[config.mk]
export PLATFORM = sky130hd
export DESIGN_NAME = adc_frame_ctrl
export DESIGN_NICKNAME = d
export VERILOG_FILES = /design/src/rtl/adc_frame_pkg.sv /design/src/rtl/adc_rst_sync.sv /design/src/rtl/adc_gap_timer.sv /design/src/rtl/adc_frame_shifter.sv /design/src/rtl/adc_result_fmt.sv /design/src/rtl/adc_frame_ctrl.sv
export SDC_FILE = /design/constraint.sdc
export NUM_CORES = 1
export LEC_CHECK = 0
export ABC_AREA = 1
export BUFFER_PORTS_ARGS = -buffer_cell sky130_fd_sc_hd__buf_2
export CAP_MARGIN = 10
export CELL_PAD_IN_SITES_DETAIL_PLACEMENT = 0
export CELL_PAD_IN_SITES_GLOBAL_PLACEMENT = 1
export CORE_ASPECT_RATIO = 1.25
export CORE_UTILIZATION = 35
export DETAILED_ROUTE_END_ITERATION = 8
export PLACE_DENSITY_LB_ADDON = 0.1
export RECOVER_POWER = 50
export REMOVE_ABC_BUFFERS = 1
export SYNTH_ARGS = -nofsm -noshare
export SYNTH_HDL_FRONTEND = slang
export SYNTH_SLANG_ARGS = --single-unit
[constraint.sdc]
create_clock -name clk -period 3.9 [get_ports clk]
set_input_delay 0.78 -clock clk [delete_from_list [all_inputs] [get_ports clk]]
set_output_delay 0.78 -clock clk [all_outputs]
set_load 0.01 [all_outputs]
[src/rtl/adc_frame_pkg.sv]
package adc_frame_pkg;

  localparam int FRAME_BITS = 16;
  localparam int CHAN_W     = 2;
  localparam int RES_W      = 12;

  typedef enum logic [2:0] {
    ST_IDLE,
    ST_LEAD,
    ST_LOW,
    ST_HIGH,
    ST_TRAIL
  } fr_state_e;

  // cycles needed to cover a time, rounded up, never below one
  function automatic int cyc_ceil(input int ps, input int clk_ps);
    int c;
    c = (ps + clk_ps - 1) / clk_ps;
    if (c < 1) c = 1;
    return c;
  endfunction

  // cycles that fit in a time, rounded down, never below one
  function automatic int cyc_floor(input int ps, input int clk_ps);
    int c;
    c = ps / clk_ps;
    if (c < 1) c = 1;
    return c;
  endfunction

endpackage

[src/rtl/adc_rst_sync.sv]
module adc_rst_sync (
  input  logic clk,
  input  logic arst_n,
  output logic rst_n_o
);

  logic [1:0] sync_q;

  always_ff @(posedge clk or negedge arst_n) begin
    if (!arst_n) sync_q <= 2'b00;
    else         sync_q <= {sync_q[0], 1'b1};
  end

  assign rst_n_o = sync_q[1];

endmodule

[src/rtl/adc_gap_timer.sv]
module adc_gap_timer #(
  parameter int W = 16
) (
  input  logic         clk,
  input  logic         rst_n,
  input  logic         load_i,
  input  logic [W-1:0] load_val_i,
  output logic         done_o
);

  logic [W-1:0] cnt_q, cnt_d;
  logic         cnt_en;

  always_comb begin
    cnt_en = load_i || (cnt_q != '0);
    cnt_d  = load_i ? load_val_i : (cnt_q - 1'b1);
  end

  always_ff @(posedge clk or negedge rst_n) begin
    if (!rst_n)      cnt_q <= '0;
    else if (cnt_en) cnt_q <= cnt_d;
  end

  assign done_o = (cnt_q == '0);


  reload_chk: assert property (@(posedge clk) disable iff (!rst_n)
    load_i |=> (cnt_q == $past(load_val_i)));

endmodule

[src/rtl/adc_frame_shifter.sv]
module adc_frame_shifter
  import adc_frame_pkg::*;
(
  input  logic                  clk,
  input  logic                  rst_n,
  input  logic                  load_i,
  input  logic [FRAME_BITS-1:0] word_i,
  input  logic                  adv_i,
  input  logic                  cap_i,
  input  logic                  dout_i,
  output logic                  din_o,
  output logic [FRAME_BITS-1:0] rx_o
);

  logic [FRAME_BITS-1:0] tx_q, tx_d, rx_q, rx_d;
  logic                  tx_en, rx_en;

  always_comb begin
    tx_en = load_i || adv_i;
    tx_d  = load_i ? word_i : {tx_q[FRAME_BITS-2:0], 1'b0};
    rx_en = cap_i;
    rx_d  = {rx_q[FRAME_BITS-2:0], dout_i};
  end

  always_ff @(posedge clk or negedge rst_n) begin
    if (!rst_n) begin
      tx_q <= '0;
      rx_q <= '0;
    end else begin
      if (tx_en) tx_q <= tx_d;
      if (rx_en) rx_q <= rx_d;
    end
  end

  assign din_o = tx_q[FRAME_BITS-1];
  assign rx_o  = rx_q;


  din_hold_chk: assert property (@(posedge clk) disable iff (!rst_n)
    (!adv_i && !load_i) |=> $stable(din_o));

endmodule

[src/rtl/adc_result_fmt.sv]
module adc_result_fmt
  import adc_frame_pkg::*;
#(
  parameter bit NORMALIZE = 1'b1
) (
  input  logic                  clk,
  input  logic                  rst_n,
  input  logic                  push_i,
  input  logic [FRAME_BITS-1:0] raw_i,
  input  logic                  binary_i,
  output logic                  valid_o,
  input  logic                  ready_i,
  output logic [CHAN_W-1:0]     chan_o,
  output logic [RES_W-1:0]      data_o,
  output logic                  err_o
);

  logic [RES_W-1:0]  norm;
  logic              valid_q, valid_d;
  logic [CHAN_W-1:0] chan_q;
  logic [RES_W-1:0]  data_q;
  logic              err_q;

  generate
    if (NORMALIZE) begin : g_norm
      assign norm = binary_i ? raw_i[RES_W-1:0]
                             : {~raw_i[RES_W-1], raw_i[RES_W-2:0]};
    end else begin : g_pass
      assign norm = raw_i[RES_W-1:0];
    end
  endgenerate

  always_comb begin
    valid_d = valid_q;
    if (push_i)                valid_d = 1'b1;
    else if (valid_q && ready_i) valid_d = 1'b0;
  end

  always_ff @(posedge clk or negedge rst_n) begin
    if (!rst_n) valid_q <= 1'b0;
    else        valid_q <= valid_d;
  end

  always_ff @(posedge clk or negedge rst_n) begin
    if (!rst_n) begin
      chan_q <= '0;
      data_q <= '0;
      err_q  <= 1'b0;
    end else if (push_i) begin
      chan_q <= raw_i[RES_W+CHAN_W-1:RES_W];
      data_q <= norm;
      err_q  <= |raw_i[FRAME_BITS-1:RES_W+CHAN_W];
    end
  end

  assign valid_o = valid_q;
  assign chan_o  = chan_q;
  assign data_o  = data_q;
  assign err_o   = err_q;


  hold_chk: assert property (@(posedge clk) disable iff (!rst_n)
    (valid_o && !ready_i) |=> (valid_o && $stable(data_o) && $stable(chan_o) && $stable(err_o)));


  no_overwrite_chk: assert property (@(posedge clk) disable iff (!rst_n)
    push_i |-> !valid_q);


  low_bits_chk: assert property (@(posedge clk) disable iff (!rst_n)
    $rose(valid_o) |-> (data_o[RES_W-2:0] == $past(raw_i[RES_W-2:0])));

endmodule

[src/rtl/adc_frame_ctrl.sv]
module adc_frame_ctrl
  import adc_frame_pkg::*;
#(
  parameter int CLK_PS      = 5000,
  parameter int TLEAD_PS    = 10000,
  parameter int TTRAIL_PS   = 20000,
  parameter int TQUIET_PS   = 50000,
  parameter int SCLK_MIN_PS = 50000,
  parameter int SCLK_MAX_PS = 100000000,
  parameter int DIV_W       = 16,
  parameter int CODING_BIT  = 4,
  parameter bit NORMALIZE   = 1'b1
) (
  input  logic                  clk,
  input  logic                  arst_n,
  input  logic                  start_i,
  input  logic [FRAME_BITS-1:0] ctrl_i,
  input  logic [DIV_W-1:0]      div_i,
  output logic                  start_ready_o,
  output logic                  cs_n_o,
  output logic                  sclk_o,
  output logic                  din_o,
  input  logic                  dout_i,
  output logic                  res_valid_o,
  input  logic                  res_ready_i,
  output logic [CHAN_W-1:0]     res_chan_o,
  output logic [RES_W-1:0]      res_data_o,
  output logic                  res_lead_err_o
);

  localparam int LEAD_CYC  = cyc_ceil(TLEAD_PS, CLK_PS);
  localparam int TRAIL_CYC = cyc_ceil(TTRAIL_PS, CLK_PS);
  localparam int QUIET_CYC = cyc_ceil(TQUIET_PS, CLK_PS);
  localparam int HALF_MIN  = cyc_ceil(SCLK_MIN_PS / 2, CLK_PS);
  localparam int HALF_MAX_RAW = cyc_floor(SCLK_MAX_PS / 2, CLK_PS);
  localparam int HALF_MAX  = (HALF_MAX_RAW < HALF_MIN) ? HALF_MIN : HALF_MAX_RAW;
  localparam int BIT_W     = $clog2(FRAME_BITS);

  localparam logic [DIV_W-1:0] HALF_MIN_V  = DIV_W'(HALF_MIN);
  localparam logic [DIV_W-1:0] HALF_MAX_V  = DIV_W'(HALF_MAX);
  localparam logic [DIV_W-1:0] LEAD_LD     = DIV_W'(LEAD_CYC - 1);
  localparam logic [DIV_W-1:0] TRAIL_LD    = DIV_W'(TRAIL_CYC - 1);
  localparam logic [DIV_W-1:0] QUIET_LD    = DIV_W'(QUIET_CYC - 1);
  localparam logic [BIT_W-1:0] LAST_BIT    = BIT_W'(FRAME_BITS - 1);

  logic rst_n;

  adc_rst_sync u_rst (
    .clk     (clk),
    .arst_n  (arst_n),
    .rst_n_o (rst_n)
  );

  fr_state_e         state_q, state_d;
  logic              cs_q, cs_d;
  logic              sclk_q, sclk_d;
  logic [BIT_W-1:0]  bit_q, bit_d;
  logic [DIV_W-1:0]  half_q, half_d, half_c;
  logic              bin_q, bin_d;

  logic              tmr_load, tmr_done;
  logic [DIV_W-1:0]  tmr_val;
  logic              q_load, q_done;
  logic              sh_load, sh_adv, sh_cap;
  logic              push;
  logic [FRAME_BITS-1:0] rx_word;
  logic              accept;

  adc_gap_timer #(.W(DIV_W)) u_phase (
    .clk        (clk),
    .rst_n      (rst_n),
    .load_i     (tmr_load),
    .load_val_i (tmr_val),
    .done_o     (tmr_done)
  );

  adc_gap_timer #(.W(DIV_W)) u_quiet (
    .clk        (clk),
    .rst_n      (rst_n),
    .load_i     (q_load),
    .load_val_i (QUIET_LD),
    .done_o     (q_done)
  );

  adc_frame_shifter u_shift (
    .clk    (clk),
    .rst_n  (rst_n),
    .load_i (sh_load),
    .word_i (ctrl_i),
    .adv_i  (sh_adv),
    .cap_i  (sh_cap),
    .dout_i (dout_i),
    .din_o  (din_o),
    .rx_o   (rx_word)
  );

  adc_result_fmt #(.NORMALIZE(NORMALIZE)) u_fmt (
    .clk      (clk),
    .rst_n    (rst_n),
    .push_i   (push),
    .raw_i    (rx_word),
    .binary_i (bin_q),
    .valid_o  (res_valid_o),
    .ready_i  (res_ready_i),
    .chan_o   (res_chan_o),
    .data_o   (res_data_o),
    .err_o    (res_lead_err_o)
  );

  // divider clamp to the legal serial-clock range
  always_comb begin
    if (div_i < HALF_MIN_V)      half_c = HALF_MIN_V;
    else if (div_i > HALF_MAX_V) half_c = HALF_MAX_V;
    else                         half_c = div_i;
  end

  assign start_ready_o = (state_q == ST_IDLE) && q_done && !res_valid_o;
  assign accept        = start_i && start_ready_o;

  always_comb begin
    state_d  = state_q;
    cs_d     = cs_q;
    sclk_d   = sclk_q;
    bit_d    = bit_q;
    half_d   = half_q;
    bin_d    = bin_q;
    tmr_load = 1'b0;
    tmr_val  = '0;
    q_load   = 1'b0;
    sh_load  = 1'b0;
    sh_adv   = 1'b0;
    sh_cap   = 1'b0;
    push     = 1'b0;
    unique case (state_q)
      ST_IDLE: begin
        if (accept) begin
          cs_d     = 1'b0;
          state_d  = ST_LEAD;
          tmr_load = 1'b1;
          tmr_val  = LEAD_LD;
          sh_load  = 1'b1;
          half_d   = half_c;
          bin_d    = ctrl_i[CODING_BIT];
          bit_d    = '0;
        end
      end
      ST_LEAD: begin
        if (tmr_done) begin
          sclk_d   = 1'b0;
          sh_cap   = 1'b1;
          state_d  = ST_LOW;
          tmr_load = 1'b1;
          tmr_val  = half_q - 1'b1;
        end
      end
      ST_LOW: begin
        if (tmr_done) begin
          sclk_d   = 1'b1;
          sh_adv   = 1'b1;
          tmr_load = 1'b1;
          bit_d    = bit_q + 1'b1;
          if (bit_q == LAST_BIT) begin
            state_d = ST_TRAIL;
            tmr_val = TRAIL_LD;
          end else begin
            state_d = ST_HIGH;
            tmr_val = half_q - 1'b1;
          end
        end
      end
      ST_HIGH: begin
        if (tmr_done) begin
          sclk_d   = 1'b0;
          sh_cap   = 1'b1;
          state_d  = ST_LOW;
          tmr_load = 1'b1;
          tmr_val  = half_q - 1'b1;
        end
      end
      ST_TRAIL: begin
        if (tmr_done) begin
          cs_d    = 1'b1;
          state_d = ST_IDLE;
          q_load  = 1'b1;
          push    = 1'b1;
        end
      end
      default: state_d = ST_IDLE;
    endcase
  end

  always_ff @(posedge clk or negedge rst_n) begin
    if (!rst_n) begin
      state_q <= ST_IDLE;
      cs_q    <= 1'b1;
      sclk_q  <= 1'b1;
      bit_q   <= '0;
      half_q  <= HALF_MIN_V;
      bin_q   <= 1'b1;
    end else begin
      state_q <= state_d;
      cs_q    <= cs_d;
      sclk_q  <= sclk_d;
      bit_q   <= bit_d;
      if (accept) begin
        half_q <= half_d;
        bin_q  <= bin_d;
      end
    end
  end

  assign cs_n_o = cs_q;
  assign sclk_o = sclk_q;


  cs_fall_sclk_hi_chk: assert property (@(posedge clk) disable iff (!rst_n)
    $fell(cs_n_o) |-> sclk_o);


  idle_pins_chk: assert property (@(posedge clk) disable iff (!rst_n)
    cs_n_o |-> (sclk_o && !din_o));


  din_on_rise_chk: assert property (@(posedge clk) disable iff (!rst_n)
    $fell(sclk_o) |-> $stable(din_o));


  quiet_gap_chk: assert property (@(posedge clk) disable iff (!rst_n)
    $fell(cs_n_o) |-> $past(q_done));


  busy_block_chk: assert property (@(posedge clk) disable iff (!rst_n)
    ($past(res_valid_o) && res_valid_o) |-> $stable(cs_n_o) || !cs_n_o);

endmodule

==> flow_summary.toml <==
[clock_tree]
cts_tree = "done"
cts_root_buf = "clkbuf_16"
clk_path_buf_depth = 2
clk_pin_slew_ns = 0.08
cts_setup_buffers = 0
cts_resized = 0
cts_made_buffers = 9
postCtsHoldBufs = 0
clk_latency_ns = 0.36
clkSinkCount = 108
cts_max_level = 3

[setup_path]
cp-start-kind = "flop"
required_ns = 4.13
cp_max_fo = 16
crit_end = "u_phase.cnt_q[3]"
r2r_start = "u_quiet.cnt_q[0]"
worstSetupEndpointType = "flop"
path_class = "reg2reg"
rrSetupSlack_ns = 1.16
cp-startpoint = "u_quiet.cnt_q[0]"
arrival_ns = 2.96
r2r_end = "u_phase.cnt_q[3]"
r2r_cells = 11

[yosys]
syn-instance-count = 735
avgSynthCellArea_um2 = 7.897
async_flop_share_pct = 100.0
synth_xor_area_share_pct = 5.583
synth_area_leaders = "dfrtp_1 (44%), nand2_1 (11%), nor2_1 (7.2%)"
synthMuxAreaShare_pct = 0
synth_top_cell_by_area = "dfrtp_1"
synth_top_family_by_area = "simple AND/OR/NAND/NOR gates"
synthDistinctLibCells = 37
yosys_register_bits = 108
syn-cell-area_mm2 = 0.005804
synth-adder-area-share_pct = 1.293
synth_top_area_share_pct = 44.41
synth_edf_count = 0
synth-compound-area-share_pct = 8.019
yosys.area_share.simple_pct = 30.37
ys_warn_count = 0
synth_seq_area_share_pct = 46.67
synthFlopType = "dfrtp_1"

[layout]
diodes = 0
n_fill_cell = 1688
nets = 839
final_util_pct = 40.66
final_cell_mix = "nand2_1 (165), nor2_1 (113), dfrtp_1 (103)"
layout_commonest_cell = "nand2_1"
final_cell_area_mm2 = 0.006588
drive_gt1_share_pct = 13.61
syn_to_final_growth_pct = 13.49

[pwr]
irDropWorstVdd_mv = 0.1789
powerDensity_mw_per_mm2 = 320.7
p_leak_nw = 3.126

[route]
drc_errors = 0
wl_per_cell_um = 13.75
via_count = 4804
vias_per_cell = 4.724
dr.pass1.iters = 4
drtAntennaViolNets = 0
first_iter_violations = 192
wl_um = 13980

[sta]
fmax_mhz = 365.4
fin_crit_sh_pct = 70.17
setup_slack_ns = 1.163
rsz0062_at_grt = "no"
hold_viol_final = 0
setup_viol = 0
tightest_slew_ns = 1.781
tns_ns = 0
max_slew_margin_pct = -18.75
slew_viol_final = 46
fin_crit_ns = 2.737
finalHoldWorstSlack_ns = 0.1899
finClkSkew_ns = 0.01496

[global_route]
grt_max_degree = 46
gr-total-overflow = 0
antenna_found_initial = 0
grt_pass1_vias = 4783
grt_usage_pct = 18.00
grt_pass1_wl_um = 23860

[placement]
gp_congestion = 0.7958
portBuffers = 56
placed_cell_area_mm2 = 0.006307
hpwl_um = 10540
dp_slack_ns = 1.166

[floorplan]
start_util_pct = 35.83
core_mm2 = 0.01620
dieWidth_um = 117.2
die_area_mm2 = 0.01711
rows = 52
fp.dieH_um = 146.0
num_io_pins = 57

[job]
cap_viol_max_count = 1

[min_path]
hold_path_class = "in2async"

[run_status]
run_status = "finished with violations"
violations = "capacitance limit, slew limit"
cell usage after synthesis (all sizes together) (2+ instances only):
cell type  instances
buf               13
o211ai             3
ha                 6
nand3             48
nand3b             7
a21oi              6
nor2             126
clkinv             2
nand2            173
dfrtp            103
nand4             17
xnor2              8
o21ai             63
dfstp              5
nor3              18
xor2              29
o22ai             11
inv               91
per-stage QoR:
stage          total power [W]  instances
2_1_floorplan         0.001168        721
3_3_place_gp          0.001201       1001
3_5_place_dp          0.001201       1001
4_1_cts               0.002150       1017
5_1_grt               0.002199       1017
6_report              0.002113       1017
kinds of logic after synthesis:
logic type / after synthesis
simple gates: 391
flops: 108
fa+ha+maj: 6
other cells: 1
compound gates: 85
xor+xnor: 37
buf+inv: 107
critical path: stages (launching register included):
cell and delay [ns]:
dfrtp_1 0.40, inv_1 0.14, ha_1 0.18, inv_1 0.04, nor2_1 0.11, nand2_1 0.06, nor2_1 0.12, nand4_1 0.76
nand2_1 0.57, nor2_4 0.09, nand2_1 0.07, o21ai_0 0.07
worst min path at each step:
stage	start	end	slack [ns]	cells after the start
floorplan	u_rst.sync_q[0]	u_rst.sync_q[1]	0.33	0
global placement	u_rst.sync_q[0]	u_rst.sync_q[1]	0.34	0
detailed placement	u_rst.sync_q[0]	u_rst.sync_q[1]	0.35	0
CTS	arst_n	u_rst.sync_q[1]	0.17	1
global route	arst_n	u_rst.sync_q[0]	0.19	1
finish	arst_n	u_rst.sync_q[1]	0.19	1
power breakdown:
part | switching (W) | leakage [nW] | internal, W
clock network | 0.000479 | 0.144 | 0.000459
registers | 0.00000887 | 1.21 | 0.00112
logic | 0.0000297 | 1.77 | 0.0000168
total | 0.000518 | 3.13 | 0.00160
cell type report:
type	count	area [µm²]	area share, %
Inverter	93	352.8	5.356
Clock buffer	9	225.2	3.419
Clock inverter	7	77.57	1.178
Timing Repair Buffer	64	329.1	4.995
Sequential cell	108	2709	41.12
Tap cell	216	270.3	4.103
Multi-Input combinational cell	520	2624	39.83
flip-flops by register name (all words and copies together), names as in the netlist, 2 cells and up:
signal / flops
u_fmt.data_o: 12
u_rst.sync_q: 2
u_quiet.cnt_q: 16
half_q: 16
u_phase.cnt_q: 16
u_shift.tx_q: 16
bit_q: 4
state_q: 3
u_shift.rx_o: 16
u_fmt.chan_o: 2
layer usage:
metal / track usage, % / routed length, µm / vias to the layer above / share of wire [%]
met5: 0 / 0 / - / 0
met4: 7.025 / 232 / 0 / 1.7
met3: 2.541 / 353 / 15 / 2.5
met2: 29.85 / 6940 / 54 / 50
met1: 23.40 / 6457 / 2261 / 46
li1: - / - / 2474 / -
(Power assumes the default switching activity.)
